`config.mk`:
```
export PLATFORM = sky130hd
export DESIGN_NAME = canirq_router
export DESIGN_NICKNAME = d
export VERILOG_FILES = /design/src/rtl/canirq_pkg.sv /design/src/rtl/canirq_cfg.sv /design/src/rtl/canirq_src.sv /design/src/rtl/canirq_lowidx.sv /design/src/rtl/canirq_line.sv /design/src/rtl/canirq_router.sv
export SDC_FILE = /design/constraint.sdc
export NUM_CORES = 1
export LEC_CHECK = 0
export BUFFER_PORTS_ARGS = -buffer_cell sky130_fd_sc_hd__buf_2
export CAP_MARGIN = 20
export CORE_MARGIN = 4
export CORE_UTILIZATION = 44
export DETAILED_ROUTE_END_ITERATION = 10
export GPL_TIMING_DRIVEN = 0
export HOLD_SLACK_MARGIN = 0.08
export PLACE_DENSITY_LB_ADDON = 0.05
export SLEW_MARGIN = 15
export SYNTH_ARGS = -nofsm -noshare
export SYNTH_HDL_FRONTEND = slang
export SYNTH_HIERARCHICAL = 1
export SYNTH_SLANG_ARGS = --single-unit
export TNS_END_PERCENT = 20
```
`constraint.sdc`:
```
create_clock -name clk -period 4.53 [get_ports clk]
set_input_delay 0.2265 -clock clk [delete_from_list [all_inputs] [get_ports clk]]
set_output_delay 0.2265 -clock clk [all_outputs]
set_load 0.1 [all_outputs]
```
`src/rtl/canirq_pkg.sv`:
```
package canirq_pkg;

    localparam int ADDR_W = 3;
    localparam int DATA_W = 32;

    typedef enum logic [2:0] {
        RA_MBX_LVL = 3'd0,
        RA_MBX_MSK = 3'd1,
        RA_GCTRL   = 3'd2,
        RA_FLAG0   = 3'd3,
        RA_FLAG1   = 3'd4,
        RA_CPEND   = 3'd5
    } reg_addr_e;

    // flag word bits 7:0, bit 0 first from the bottom
    typedef struct packed {
        logic tsovf;   // 7
        logic abort;   // 6
        logic wdeny;   // 5
        logic wake;    // 4
        logic ovr;     // 3
        logic busoff;  // 2
        logic epass;   // 1
        logic warn;    // 0
    } sys_flags_t;

    // edge-type flags: set by an event, cleared by writing 1
    localparam logic [7:0] EDGE_MASK = 8'b1011_0111;

    localparam int FLAG_W    = 10;
    localparam int FB_IDX_LO = 16;

    localparam int GC_EN0   = 0;
    localparam int GC_EN1   = 1;
    localparam int GC_GLVL  = 2;
    localparam int GC_OVREN = 11;

endpackage

```
`src/rtl/canirq_cfg.sv`:
```
module canirq_cfg
    import canirq_pkg::*;
#(
    parameter int NMBX = 32
) (
    input  logic              clk,
    input  logic              rst_n,
    input  logic              wr_i,
    input  logic [ADDR_W-1:0] addr_i,
    input  logic [DATA_W-1:0] wdata_i,
    output logic [NMBX-1:0]   lvl_o,
    output logic [NMBX-1:0]   mask_o,
    output logic              en0_o,
    output logic              en1_o,
    output logic              glvl_o,
    output logic              ovren_o
);

    typedef struct packed {
        logic [NMBX-1:0] lvl;
        logic [NMBX-1:0] mask;
        logic            en0;
        logic            en1;
        logic            glvl;
        logic            ovren;
    } cfg_st_t;

    cfg_st_t st_d, st_q;

    always_comb begin
        st_d = st_q;
        if (wr_i) begin
            case (addr_i)
                RA_MBX_LVL: st_d.lvl  = wdata_i[NMBX-1:0];
                RA_MBX_MSK: st_d.mask = wdata_i[NMBX-1:0];
                RA_GCTRL: begin
                    st_d.en0   = wdata_i[GC_EN0];
                    st_d.en1   = wdata_i[GC_EN1];
                    st_d.glvl  = wdata_i[GC_GLVL];
                    st_d.ovren = wdata_i[GC_OVREN];
                end
                default: ;
            endcase
        end
    end

    always_ff @(posedge clk or negedge rst_n) begin
        if (!rst_n) st_q <= '0;
        else        st_q <= st_d;
    end

    assign lvl_o   = st_q.lvl;
    assign mask_o  = st_q.mask;
    assign en0_o   = st_q.en0;
    assign en1_o   = st_q.en1;
    assign glvl_o  = st_q.glvl;
    assign ovren_o = st_q.ovren;

    // a write to the level register lands on the next edge
    a_r12_lvl_write: assert property (@(posedge clk) disable iff (!rst_n)
        (wr_i && addr_i == RA_MBX_LVL) |=> (lvl_o == $past(wdata_i[NMBX-1:0])));

endmodule

```
`src/rtl/canirq_src.sv`:
```
module canirq_src
    import canirq_pkg::*;
#(
    parameter int NMBX     = 32,
    parameter int CNT_W    = 8,
    parameter int WARN_LIM = 96
) (
    input  logic             clk,
    input  logic             rst_n,
    input  logic [CNT_W-1:0] tx_err_i,
    input  logic [CNT_W-1:0] rx_err_i,
    input  logic             epass_i,
    input  logic             busoff_i,
    input  logic             wake_i,
    input  logic             wdeny_i,
    input  logic             ts_msb_i,
    input  logic [NMBX-1:0]  tx_done_i,
    input  logic [NMBX-1:0]  rx_done_i,
    input  logic [NMBX-1:0]  pclr_i,
    output sys_flags_t       sys_set_o,
    output logic [NMBX-1:0]  pend_o
);

    typedef struct packed {
        logic            warn_prev;
        logic            ts_prev;
        logic [NMBX-1:0] pend;
    } src_st_t;

    src_st_t st_d, st_q;
    logic    warn_now;
    logic [NMBX-1:0] done_w;

    always_comb begin
        warn_now = (tx_err_i >= CNT_W'(WARN_LIM)) || (rx_err_i >= CNT_W'(WARN_LIM));
        done_w   = tx_done_i | rx_done_i;

        sys_set_o        = '0;
        sys_set_o.warn   = warn_now & ~st_q.warn_prev;
        sys_set_o.epass  = epass_i;
        sys_set_o.busoff = busoff_i;
        sys_set_o.wake   = wake_i;
        sys_set_o.wdeny  = wdeny_i;
        sys_set_o.tsovf  = ts_msb_i & ~st_q.ts_prev;

        st_d.warn_prev = warn_now;
        st_d.ts_prev   = ts_msb_i;
        // a new completion overrides a clear of the same bit
        st_d.pend      = (st_q.pend & ~pclr_i) | done_w;
    end

    always_ff @(posedge clk or negedge rst_n) begin
        if (!rst_n) st_q <= '0;
        else        st_q <= st_d;
    end

    assign pend_o = st_q.pend;

    // a completion strobe always leaves its pending bit set
    a_r9_done_sets_pend: assert property (@(posedge clk) disable iff (!rst_n)
        (|done_w) |=> ((pend_o & $past(done_w)) == $past(done_w)));

    // a clear with no new completion removes the bit
    a_r9_clear_pend: assert property (@(posedge clk) disable iff (!rst_n)
        (|(pclr_i & ~done_w)) |=> ((pend_o & $past(pclr_i & ~done_w)) == '0));

endmodule

```
`src/rtl/canirq_lowidx.sv`:
```
module canirq_lowidx #(
    parameter int NW = 32,
    parameter int IW = $clog2(NW)
) (
    input  logic          clk,
    input  logic          rst_n,
    input  logic [NW-1:0] vec_i,
    output logic          found_o,
    output logic [IW-1:0] idx_o
);

    always_comb begin
        found_o = |vec_i;
        idx_o   = '0;
        for (int i = NW - 1; i >= 0; i--) begin
            if (vec_i[i]) idx_o = IW'(i);
        end
    end

    // reported index is set and nothing below it is set
    a_r10_idx_lowest: assert property (@(posedge clk) disable iff (!rst_n)
        found_o |-> (vec_i[idx_o] && ((vec_i & ((NW'(1) << idx_o) - NW'(1))) == '0)));

endmodule

```
`src/rtl/canirq_line.sv`:
```
module canirq_line
    import canirq_pkg::*;
#(
    parameter int NMBX = 32,
    parameter bit LINE = 1'b0,
    localparam int IDX_W = $clog2(NMBX)
) (
    input  logic              clk,
    input  logic              rst_n,
    input  logic              en_i,
    input  logic              glvl_i,
    input  logic              ovren_i,
    input  sys_flags_t        sys_set_i,
    input  logic [NMBX-1:0]   ovr_stat_i,
    input  logic [NMBX-1:0]   abort_stat_i,
    input  logic [NMBX-1:0]   tmo_stat_i,
    input  logic [NMBX-1:0]   lvl_i,
    input  logic [NMBX-1:0]   mask_i,
    input  logic [NMBX-1:0]   pend_i,
    input  logic              fwr_i,
    input  logic [7:0]        fwdata_i,
    output logic [FLAG_W-1:0] flags_o,
    output logic [IDX_W-1:0]  idx_o,
    output logic              irq_o
);

    typedef struct packed {
        logic [7:0] edg_f;
        logic       ovr;
        logic       abort;
        logic       tmo;
    } line_st_t;

    line_st_t        st_d, st_q;
    logic            mine;
    logic [NMBX-1:0] sel;
    logic [NMBX-1:0] cmpl_vec;
    logic [7:0]      set_w;
    logic [7:0]      clr_w;
    logic            cmpl_any;

    always_comb begin
        mine     = (glvl_i == LINE);
        sel      = LINE ? lvl_i : ~lvl_i;
        set_w    = mine ? (sys_set_i & EDGE_MASK) : 8'h00;
        clr_w    = fwr_i ? (fwdata_i & EDGE_MASK) : 8'h00;
        cmpl_vec = pend_i & mask_i & sel;

        st_d.edg_f = (st_q.edg_f & ~clr_w) | set_w;
        st_d.ovr   = mine & ovren_i & (|ovr_stat_i);
        st_d.abort = mine & (|abort_stat_i);
        st_d.tmo   = |(tmo_stat_i & sel);
    end

    always_ff @(posedge clk or negedge rst_n) begin
        if (!rst_n) st_q <= '0;
        else        st_q <= st_d;
    end

    canirq_lowidx #(
        .NW (NMBX),
        .IW (IDX_W)
    ) i_lowidx (
        .clk     (clk),
        .rst_n   (rst_n),
        .vec_i   (cmpl_vec),
        .found_o (cmpl_any),
        .idx_o   (idx_o)
    );

    always_comb begin
        flags_o      = '0;
        flags_o[7:0] = st_q.edg_f;
        flags_o[3]   = st_q.ovr;
        flags_o[6]   = st_q.abort;
        flags_o[8]   = cmpl_any;
        flags_o[9]   = st_q.tmo;
    end

    assign irq_o = en_i & (|flags_o);

    // a write-one clear with no competing set empties the flag
    a_r5_w1c_clears: assert property (@(posedge clk) disable iff (!rst_n)
        (|(clr_w & ~set_w)) |=> ((flags_o[7:0] & $past(clr_w & ~set_w) & EDGE_MASK) == '0));

    // set wins over a same-cycle clear
    a_r6_set_wins: assert property (@(posedge clk) disable iff (!rst_n)
        (|set_w) |=> ((flags_o[7:0] & $past(set_w)) == $past(set_w)));

    // a disabled line never asserts
    a_r11_disabled_low: assert property (@(posedge clk) disable iff (!rst_n)
        !en_i |-> !irq_o);

endmodule

```
`src/rtl/canirq_router.sv`:
```
module canirq_router
    import canirq_pkg::*;
#(
    parameter int NMBX     = 32,
    parameter int CNT_W    = 8,
    parameter int WARN_LIM = 96
) (
    input  logic              clk,
    input  logic              rst_n,
    input  logic              reg_wr,
    input  logic [ADDR_W-1:0] reg_addr,
    input  logic [DATA_W-1:0] reg_wdata,
    output logic [DATA_W-1:0] reg_rdata,
    input  logic [CNT_W-1:0]  tx_err_cnt,
    input  logic [CNT_W-1:0]  rx_err_cnt,
    input  logic              ev_epass,
    input  logic              ev_busoff,
    input  logic              ev_wake,
    input  logic              ev_wdeny,
    input  logic              ts_msb,
    input  logic [NMBX-1:0]   ovr_stat,
    input  logic [NMBX-1:0]   abort_stat,
    input  logic [NMBX-1:0]   tmo_stat,
    input  logic [NMBX-1:0]   tx_done,
    input  logic [NMBX-1:0]   rx_done,
    output logic              irq0,
    output logic              irq1
);

    localparam int IDX_W = $clog2(NMBX);

    logic [NMBX-1:0]   lvl_w, mask_w, pend_w, pclr_w;
    logic              en0_w, en1_w, glvl_w, ovren_w;
    sys_flags_t        sys_set_w;
    logic [1:0]        en_w, irq_w, fwr_w;
    logic [FLAG_W-1:0] flg_w [2];
    logic [IDX_W-1:0]  idx_w [2];

    canirq_cfg #(.NMBX(NMBX)) i_cfg (
        .clk     (clk),
        .rst_n   (rst_n),
        .wr_i    (reg_wr),
        .addr_i  (reg_addr),
        .wdata_i (reg_wdata),
        .lvl_o   (lvl_w),
        .mask_o  (mask_w),
        .en0_o   (en0_w),
        .en1_o   (en1_w),
        .glvl_o  (glvl_w),
        .ovren_o (ovren_w)
    );

    assign pclr_w = (reg_wr && reg_addr == RA_CPEND) ? reg_wdata[NMBX-1:0] : '0;

    canirq_src #(
        .NMBX     (NMBX),
        .CNT_W    (CNT_W),
        .WARN_LIM (WARN_LIM)
    ) i_src (
        .clk       (clk),
        .rst_n     (rst_n),
        .tx_err_i  (tx_err_cnt),
        .rx_err_i  (rx_err_cnt),
        .epass_i   (ev_epass),
        .busoff_i  (ev_busoff),
        .wake_i    (ev_wake),
        .wdeny_i   (ev_wdeny),
        .ts_msb_i  (ts_msb),
        .tx_done_i (tx_done),
        .rx_done_i (rx_done),
        .pclr_i    (pclr_w),
        .sys_set_o (sys_set_w),
        .pend_o    (pend_w)
    );

    assign en_w = {en1_w, en0_w};

    for (genvar g = 0; g < 2; g++) begin : g_line
        assign fwr_w[g] = reg_wr && (reg_addr == ADDR_W'(RA_FLAG0 + g));

        canirq_line #(
            .NMBX (NMBX),
            .LINE (1'(g))
        ) i_line (
            .clk          (clk),
            .rst_n        (rst_n),
            .en_i         (en_w[g]),
            .glvl_i       (glvl_w),
            .ovren_i      (ovren_w),
            .sys_set_i    (sys_set_w),
            .ovr_stat_i   (ovr_stat),
            .abort_stat_i (abort_stat),
            .tmo_stat_i   (tmo_stat),
            .lvl_i        (lvl_w),
            .mask_i       (mask_w),
            .pend_i       (pend_w),
            .fwr_i        (fwr_w[g]),
            .fwdata_i     (reg_wdata[7:0]),
            .flags_o      (flg_w[g]),
            .idx_o        (idx_w[g]),
            .irq_o        (irq_w[g])
        );
    end

    assign irq0 = irq_w[0];
    assign irq1 = irq_w[1];

    always_comb begin
        reg_rdata = '0;
        case (reg_addr)
            RA_MBX_LVL: reg_rdata[NMBX-1:0] = lvl_w;
            RA_MBX_MSK: reg_rdata[NMBX-1:0] = mask_w;
            RA_GCTRL: begin
                reg_rdata[GC_EN0]   = en0_w;
                reg_rdata[GC_EN1]   = en1_w;
                reg_rdata[GC_GLVL]  = glvl_w;
                reg_rdata[GC_OVREN] = ovren_w;
            end
            RA_FLAG0: begin
                reg_rdata[FLAG_W-1:0]           = flg_w[0];
                reg_rdata[FB_IDX_LO +: IDX_W]   = idx_w[0];
            end
            RA_FLAG1: begin
                reg_rdata[FLAG_W-1:0]           = flg_w[1];
                reg_rdata[FB_IDX_LO +: IDX_W]   = idx_w[1];
            end
            RA_CPEND: reg_rdata[NMBX-1:0] = pend_w;
            default: ;
        endcase
    end

    // unmapped addresses read as zero
    a_r12_unmapped_zero: assert property (@(posedge clk) disable iff (!rst_n)
        (reg_addr > ADDR_W'(RA_CPEND)) |-> (reg_rdata == '0));

    // a system strobe lands in the flag register chosen by the global level
    a_r2_route_busoff: assert property (@(posedge clk) disable iff (!rst_n)
        ev_busoff |=> flg_w[$past(glvl_w)][2]);

endmodule

```
==> impl_metrics.py, run 1 <==
metrics = {
    "run_status": {
        "status": "completed",
    },
    "sta": {
        "finalCriticalPeriod_ns": 3.66,
        "rsz0062_at_grt": "false",
        "fmax_mhz": 273,
        "finalWorstSetupSlack_ns": 0.866,
        "finClkSkew_ns": 0.00551,
        "finalSetupViolCount": 0,
        "fin_tns_setup_ns": 0,
        "final-hold-violation-count": 0,
        "slew_viol_final": 0,
        "tightest_slew_ns": 0.847,
        "fin_crit_sh_pct": 80.9,
        "relSlewSlack_pct": 43.4,
    },
    "synthesis": {
        "syn_avg_cell_area_sq_um": 8.69,
        "postSynthCellCount": 952,
        "netlist_area_sq_um": 8270,
        "synth_nets": 1171,
        "yosysWarnings": 6,
    },
    "route": {
        "vias": 8371,
        "vias_per_cell": 5.41,
        "wl_mm": 29.2,
        "dr.pass1.iters": 6,
        "drt_iter0_markers": 565,
        "remaining_drc_errors": 0,
        "drtAntennaViolNets": 0,
        "wl_per_cell_um": 18.8,
    },
    "clocking": {
        "cts_buffer_depth": 2,
        "cts_setup_buffers": 0,
        "clk_pin_slew_ns": 0.06,
        "cts_buffers": 17,
        "cts_root_buf": "clkbuf_16",
        "cts-htree-levels": 4,
        "cts_num_sinks": 120,
        "insertion_delay_ns": 0.43,
        "cts_tree": "yes",
    },
    "worst_setup_path": {
        "critical_path_class": "flip-flop to output pin",
        "r2r-start": "i_cfg/lvl_o[14]",
        "reg2regPathDepth": 3,
        "worstSetupPathDepth": 11,
        "cp-end-kind": "output pin",
        "timing.rr.end": "g_line[1].i_line/flags_o[9]",
        "critPathSlowestCell": "buf_2",
        "critPathLaunchType": "flip-flop",
        "crit_chain": "buf_4 -> and3_1 -> nor3b_1 -> nor3_1 -> o31ai_1 -> o2111ai_1 -> a221oi_1 -> mux2i_1 -> nor2_1 -> a2bb2oi_1 -> buf_2",
        "path_delay_family": "compound AO/OA/AOI/OAI gates",
        "endpoint": "reg_rdata[16]",
        "r2r_slack_ns": 2.89,
        "arrival_ns": 3.44,
        "cp_num_buf_inv": 2,
        "required_ns": 4.30,
        "slowest_delay_ns": 0.46,
        "cp_max_fo": 5,
        "critical_path.startpoint": "i_src/pend_o[28]",
    },
    "power_and_ir_drop": {
        "leakage_nw": 5.64,
        "total_power_mw": 4.44,
        "ir_drop_v": 0.000282,
        "p_per_area_nw_per_um2": 391,
    },
    "placed_design": {
        "gp_congestion": 0.933,
        "placed_cells": 1420,
        "dp_hpwl_mm": 22.1,
        "portBuffers": 238,
        "post-place-ws_ns": 1.37,
    },
    "worst_hold_path": {
        "hold_class": "input pin to flip-flop",
    },
    "layout": {
        "area_delta_synth_final_pct": 37.2,
        "nets": 1525,
        "drive_gt1_share_pct": 32.5,
        "fin_util_pct": 62.3,
        "final_cells": 1548,
        "antennaDiodeCount": 0,
    },
    "grt": {
        "grt_max_degree": 62,
        "gr-usage-all-layers_pct": 27.0,
        "grt.overflow.total": 0,
        "antenna_found_initial": 0,
        "grt_pass1_wl_mm": 45.1,
        "grt_pass1_vias": 8247,
    },
    "floorplan": {
        "core-area_sq_um": 18200,
        "die-area_sq_um": 21100,
        "fp.dieH_um": 145,
        "row_count": 49,
        "dieWidth_um": 145,
        "initial_utilization_pct": 45.4,
        "io_pins": 253,
    },
    "run": {
        "maxCapViolCount": 0,
    },
}
==> through the flow <==
| step | area [sq um] | hold slack [ns] |
|---|---|---|
| after global routing | 11300 | 0.0880 |
| final | 11300 | 0.0986 |
| after floorplan | 8270 | -0.0691 |
| after detailed placement | 9780 | 0.242 |
| after CTS | 11300 | 0.0856 |
| after global placement | 9750 | 0.348 |
==> placed cells by master (no fill, tap or decap), types with 5 or more instances in the layout <==
cell,instances
mux2_1,6
a22oi_1,14
nor3_1,10
a22o_1,6
buf_6,9
o31ai_1,9
clkbuf_1,6
dfrtp_1,120
buf_4,42
and2_1,35
or4_1,5
clkbuf_16,17
nor4_1,54
nor3b_1,6
a2bb2oi_1,11
nand2_1,87
nor2_1,107
o21ai_0,42
buf_2,241
o22ai_1,16
mux2i_1,47
a21oi_1,41
inv_1,85
inv_6,5
nand4_1,15
and3_1,32
mux2_2,62
or2_2,16
dlygate4sd3_1,96
==> registers in the layout (all words and copies together), names as in the netlist <==
register,count
i_cfg/lvl_o,32
i_cfg/ovren_o,1
i_cfg/en1_o,1
i_src/st_q,2
i_cfg/mask_o,32
i_cfg/glvl_o,1
i_cfg/en0_o,1
i_src/pend_o,32
g_line.i_line/flags_o,18
==> power by group <==
group / switching (mW) / leakage (nW) / internal, mW
logic: 0.966 / 4.06 / 0.625
clock network: 0.557 / 0.282 / 0.837
registers: 0.220 / 1.30 / 1.23
==> how the worst min path moves through the flow <==
| stage | start | slack (ns) | cells after the start | to |
|---|---|---|---|---|
| after floorplan | rst_n | -0.07 | 0 | g_line[0].i_line/flags_o[0] |
| after global placement | ts_msb | 0.35 | 1 | i_src/st_q[32] |
| after detailed placement | rst_n | 0.24 | 1 | i_src/pend_o[17] |
| after CTS | reg_wdata[10] | 0.09 | 2 | i_cfg/mask_o[10] |
| after global routing | reg_wdata[10] | 0.09 | 2 | i_cfg/lvl_o[10] |
| final | reg_wdata[8] | 0.1 | 2 | i_cfg/mask_o[8] |
==> per-layer routing <==
metal / vias to the layer above / global-route usage [%] / wire (um) / share of wire [%]
met5: - / 0 / 0 / 0
met4: 0 / 7.22 / 561 / 1.9
met3: 35 / 4.93 / 1720 / 5.9
met2: 315 / 45.2 / 14000 / 48
met1: 3964 / 36.4 / 12900 / 44
li1: 4057 / - / - / -
==> final cells by class <==
type / count / area, sq um
Fill cell: 1614 / 6860
Multi-Input combinational cell: 678 / 4410
Sequential cell: 120 / 3000
Timing Repair Buffer: 335 / 2190
Buffer: 69 / 541
Clock buffer: 18 / 439
Inverter: 85 / 319
Tap cell: 229 / 287
Clock inverter: 14 / 163
==> timing repair <==
item,4_1_cts,5_1_grt
gates resized for setup,0,0
endpoints found under the hold margin,147,0
hold buffers,96,0
setup endpoints to repair,0,0
==> worst reg2reg max path: cells and delay by family, from the launching register on <==
kind,cells,cell delay [ns]
AO/OA/AOI/OAI,1,0.31
AND/OR/NAND/NOR,2,0.77
flip-flops,1,0.44
No activity file was read; power rests on OpenSTA's default activity.
==> run 2: changes to the inputs <==
==> constraint.sdc (replaced) <==
create_clock -name clk -period 3.7 [get_ports clk]
set_input_delay 0.185 -clock clk [delete_from_list [all_inputs] [get_ports clk]]
set_output_delay 0.185 -clock clk [all_outputs]
set_load 0.1 [all_outputs]
==> run 2 against run 1 <==
Compared with the run above: die area unchanged; via count up 1.6%; clock skew about the same; combinational power up 23%; worst hold slack worse by 0.013 ns; non-clock buffer count up 24; clock-buffer cell count unchanged; sequential power up 23%; global-route usage up 0.36 points; critical path type unchanged.
==> impl_metrics.py, run 2 (synthesized netlist as in run 1, its figures left out) <==
metrics = {
    "run_status": {
        "status": "completed",
    },
    "grt": {
        "grt_max_degree": 62,
        "antenna_found_initial": 0,
        "gr-usage-all-layers_pct": 27.4,
        "grt_pass1_vias": 8392,
        "grt.overflow.total": 0,
        "grt_pass1_wl_mm": 45.7,
    },
    "clocking": {
        "cts_buffer_depth": 2,
        "cts_num_sinks": 120,
        "cts-htree-levels": 4,
        "clk_pin_slew_ns": 0.06,
        "cts_tree": "yes",
        "insertion_delay_ns": 0.43,
        "cts_setup_buffers": 0,
        "cts_root_buf": "clkbuf_16",
        "cts_buffers": 17,
    },
    "worst_setup_path": {
        "reg2regPathDepth": 3,
        "r2r-start": "i_cfg/lvl_o[14]",
        "arrival_ns": 3.38,
        "r2r_slack_ns": 2.05,
        "cp-end-kind": "output pin",
        "endpoint": "reg_rdata[16]",
        "cp_max_fo": 5,
        "critPathLaunchType": "flip-flop",
        "critical_path.startpoint": "i_src/pend_o[28]",
        "required_ns": 3.51,
        "critical_path_class": "flip-flop to output pin",
        "timing.rr.end": "g_line[1].i_line/flags_o[9]",
    },
    "floorplan": {
        "dieWidth_um": 145,
        "initial_utilization_pct": 45.4,
        "die-area_sq_um": 21100,
        "fp.dieH_um": 145,
        "row_count": 49,
        "core-area_sq_um": 18200,
        "io_pins": 253,
    },
    "sta": {
        "slew_viol_final": 0,
        "holdWs_ns": 0.0854,
        "finalCriticalPeriod_ns": 3.56,
        "fmax_mhz": 281,
        "tightest_slew_ns": 0.856,
        "rsz0062_at_grt": "false",
        "fin_tns_setup_ns": 0,
        "final-hold-violation-count": 0,
        "finClkSkew_ns": 0.00568,
        "relSlewSlack_pct": 42.8,
        "fin_crit_sh_pct": 96.3,
        "finalSetupViolCount": 0,
        "finalWorstSetupSlack_ns": 0.138,
    },
    "placed_design": {
        "post-place-ws_ns": 0.583,
        "portBuffers": 238,
        "dp_hpwl_mm": 22.1,
        "gp_congestion": 0.933,
    },
    "route": {
        "vias_per_cell": 5.41,
        "wl_per_cell_um": 18.8,
        "wl_mm": 29.6,
        "remaining_drc_errors": 0,
        "drtAntennaViolNets": 0,
        "dr.pass1.iters": 5,
        "drt_iter0_markers": 641,
        "vias": 8502,
    },
    "power_and_ir_drop": {
        "leakage_nw": 5.69,
        "p_per_area_nw_per_um2": 470,
        "ir_drop_v": 0.000347,
    },
    "layout": {
        "final_common_cell": "buf_2",
        "antennaDiodeCount": 0,
        "drive_gt1_share_pct": 31.9,
        "fill_cells": 1588,
        "area_delta_synth_final_pct": 40.1,
        "final_cell_mix": "240 x buf_2, 120 x dfrtp_1, 120 x dlygate4sd3_1, 107 x nor2_1, 87 x nand2_1",
        "nets": 1549,
    },
    "worst_hold_path": {
        "hold_class": "input pin to flip-flop",
        "holdPathStages": 4,
    },
    "run": {
        "maxCapViolCount": 0,
    },
}
[run 2: cell types whose count changed in the layout (fill, tap and decap cells not counted)]
cell,previous run,this run
clkbuf_4,0,1
buf_2,241,240
dlygate4sd3_1,96,120
[run 2: layout make-up]
type / instances / area (sq um) / share of cell area [%]
inverters: 85 / 319 / 2.75
flip-flops and latches: 120 / 3000 / 25.9
repair buffers: 359 / 2430 / 21.0
well taps: 229 / 287 / 2.47
multi-input cells: 678 / 4410 / 38.0
clock buffers: 18 / 439 / 3.79
plain buffers: 69 / 541 / 4.66
clock inverters: 14 / 163 / 1.40
[run 2: through the flow]
| stage | power (mW) | area (sq um) | utilization, % | instances |
|---|---|---|---|---|
| after detailed placement | 3.64 | 9780 | 53.7 | 1420 |
| after CTS | 5.44 | 11600 | 63.6 | 1572 |
| after global routing | 5.70 | 11600 | 63.6 | 1572 |
| after global placement | 3.62 | 9750 | 53.5 | 1419 |
| after floorplan | 3.05 | 8270 | - | 952 |
| final | 5.45 | 11600 | 63.6 | 1572 |
[run 2: timing repair]
action / CTS / global route
hold buffers: 120 / 0
setup endpoints to repair: 0 / 1
resized for setup: 0 / 1
hold endpoints to repair: 156 / 0
[run 2: how the worst min path moves through the flow]
stage / from / to
after detailed placement: rst_n / i_src/pend_o[17]
after floorplan: rst_n / g_line[0].i_line/flags_o[0]
final: abort_stat[14] / g_line[1].i_line/flags_o[6]
after global placement: ts_msb / i_src/st_q[32]
after global routing: reg_wdata[11] / i_cfg/ovren_o
after CTS: abort_stat[14] / g_line[1].i_line/flags_o[6]
[run 2: worst max-delay path, stage by stage (launching register included)]
cell and delay (ns):
dfrtp_1 0.37, buf_4 0.14, and3_1 0.23, nor3b_1 0.24
nor3_1 0.08, o31ai_1 0.37, o2111ai_1 0.21, a221oi_1 0.43
mux2i_1 0.13, nor2_1 0.10, a2bb2oi_1 0.24, clkbuf_4 0.38
[run 2: report_power, final]
part	internal [mW]	switching, mW
logic	0.772	1.19
clock network	1.02	0.685
registers	1.51	0.270
total	3.31	2.14
[run 2: routing by layer]
metal / track usage (%) / vias up / wire, um
met2: 46.3 / 282 / 14400
met3: 4.80 / 34 / 1590
met5: 0 / - / 0
met4: 7.03 / 0 / 520
met1: 36.6 / 4075 / 13200
li1: - / 4111 / -
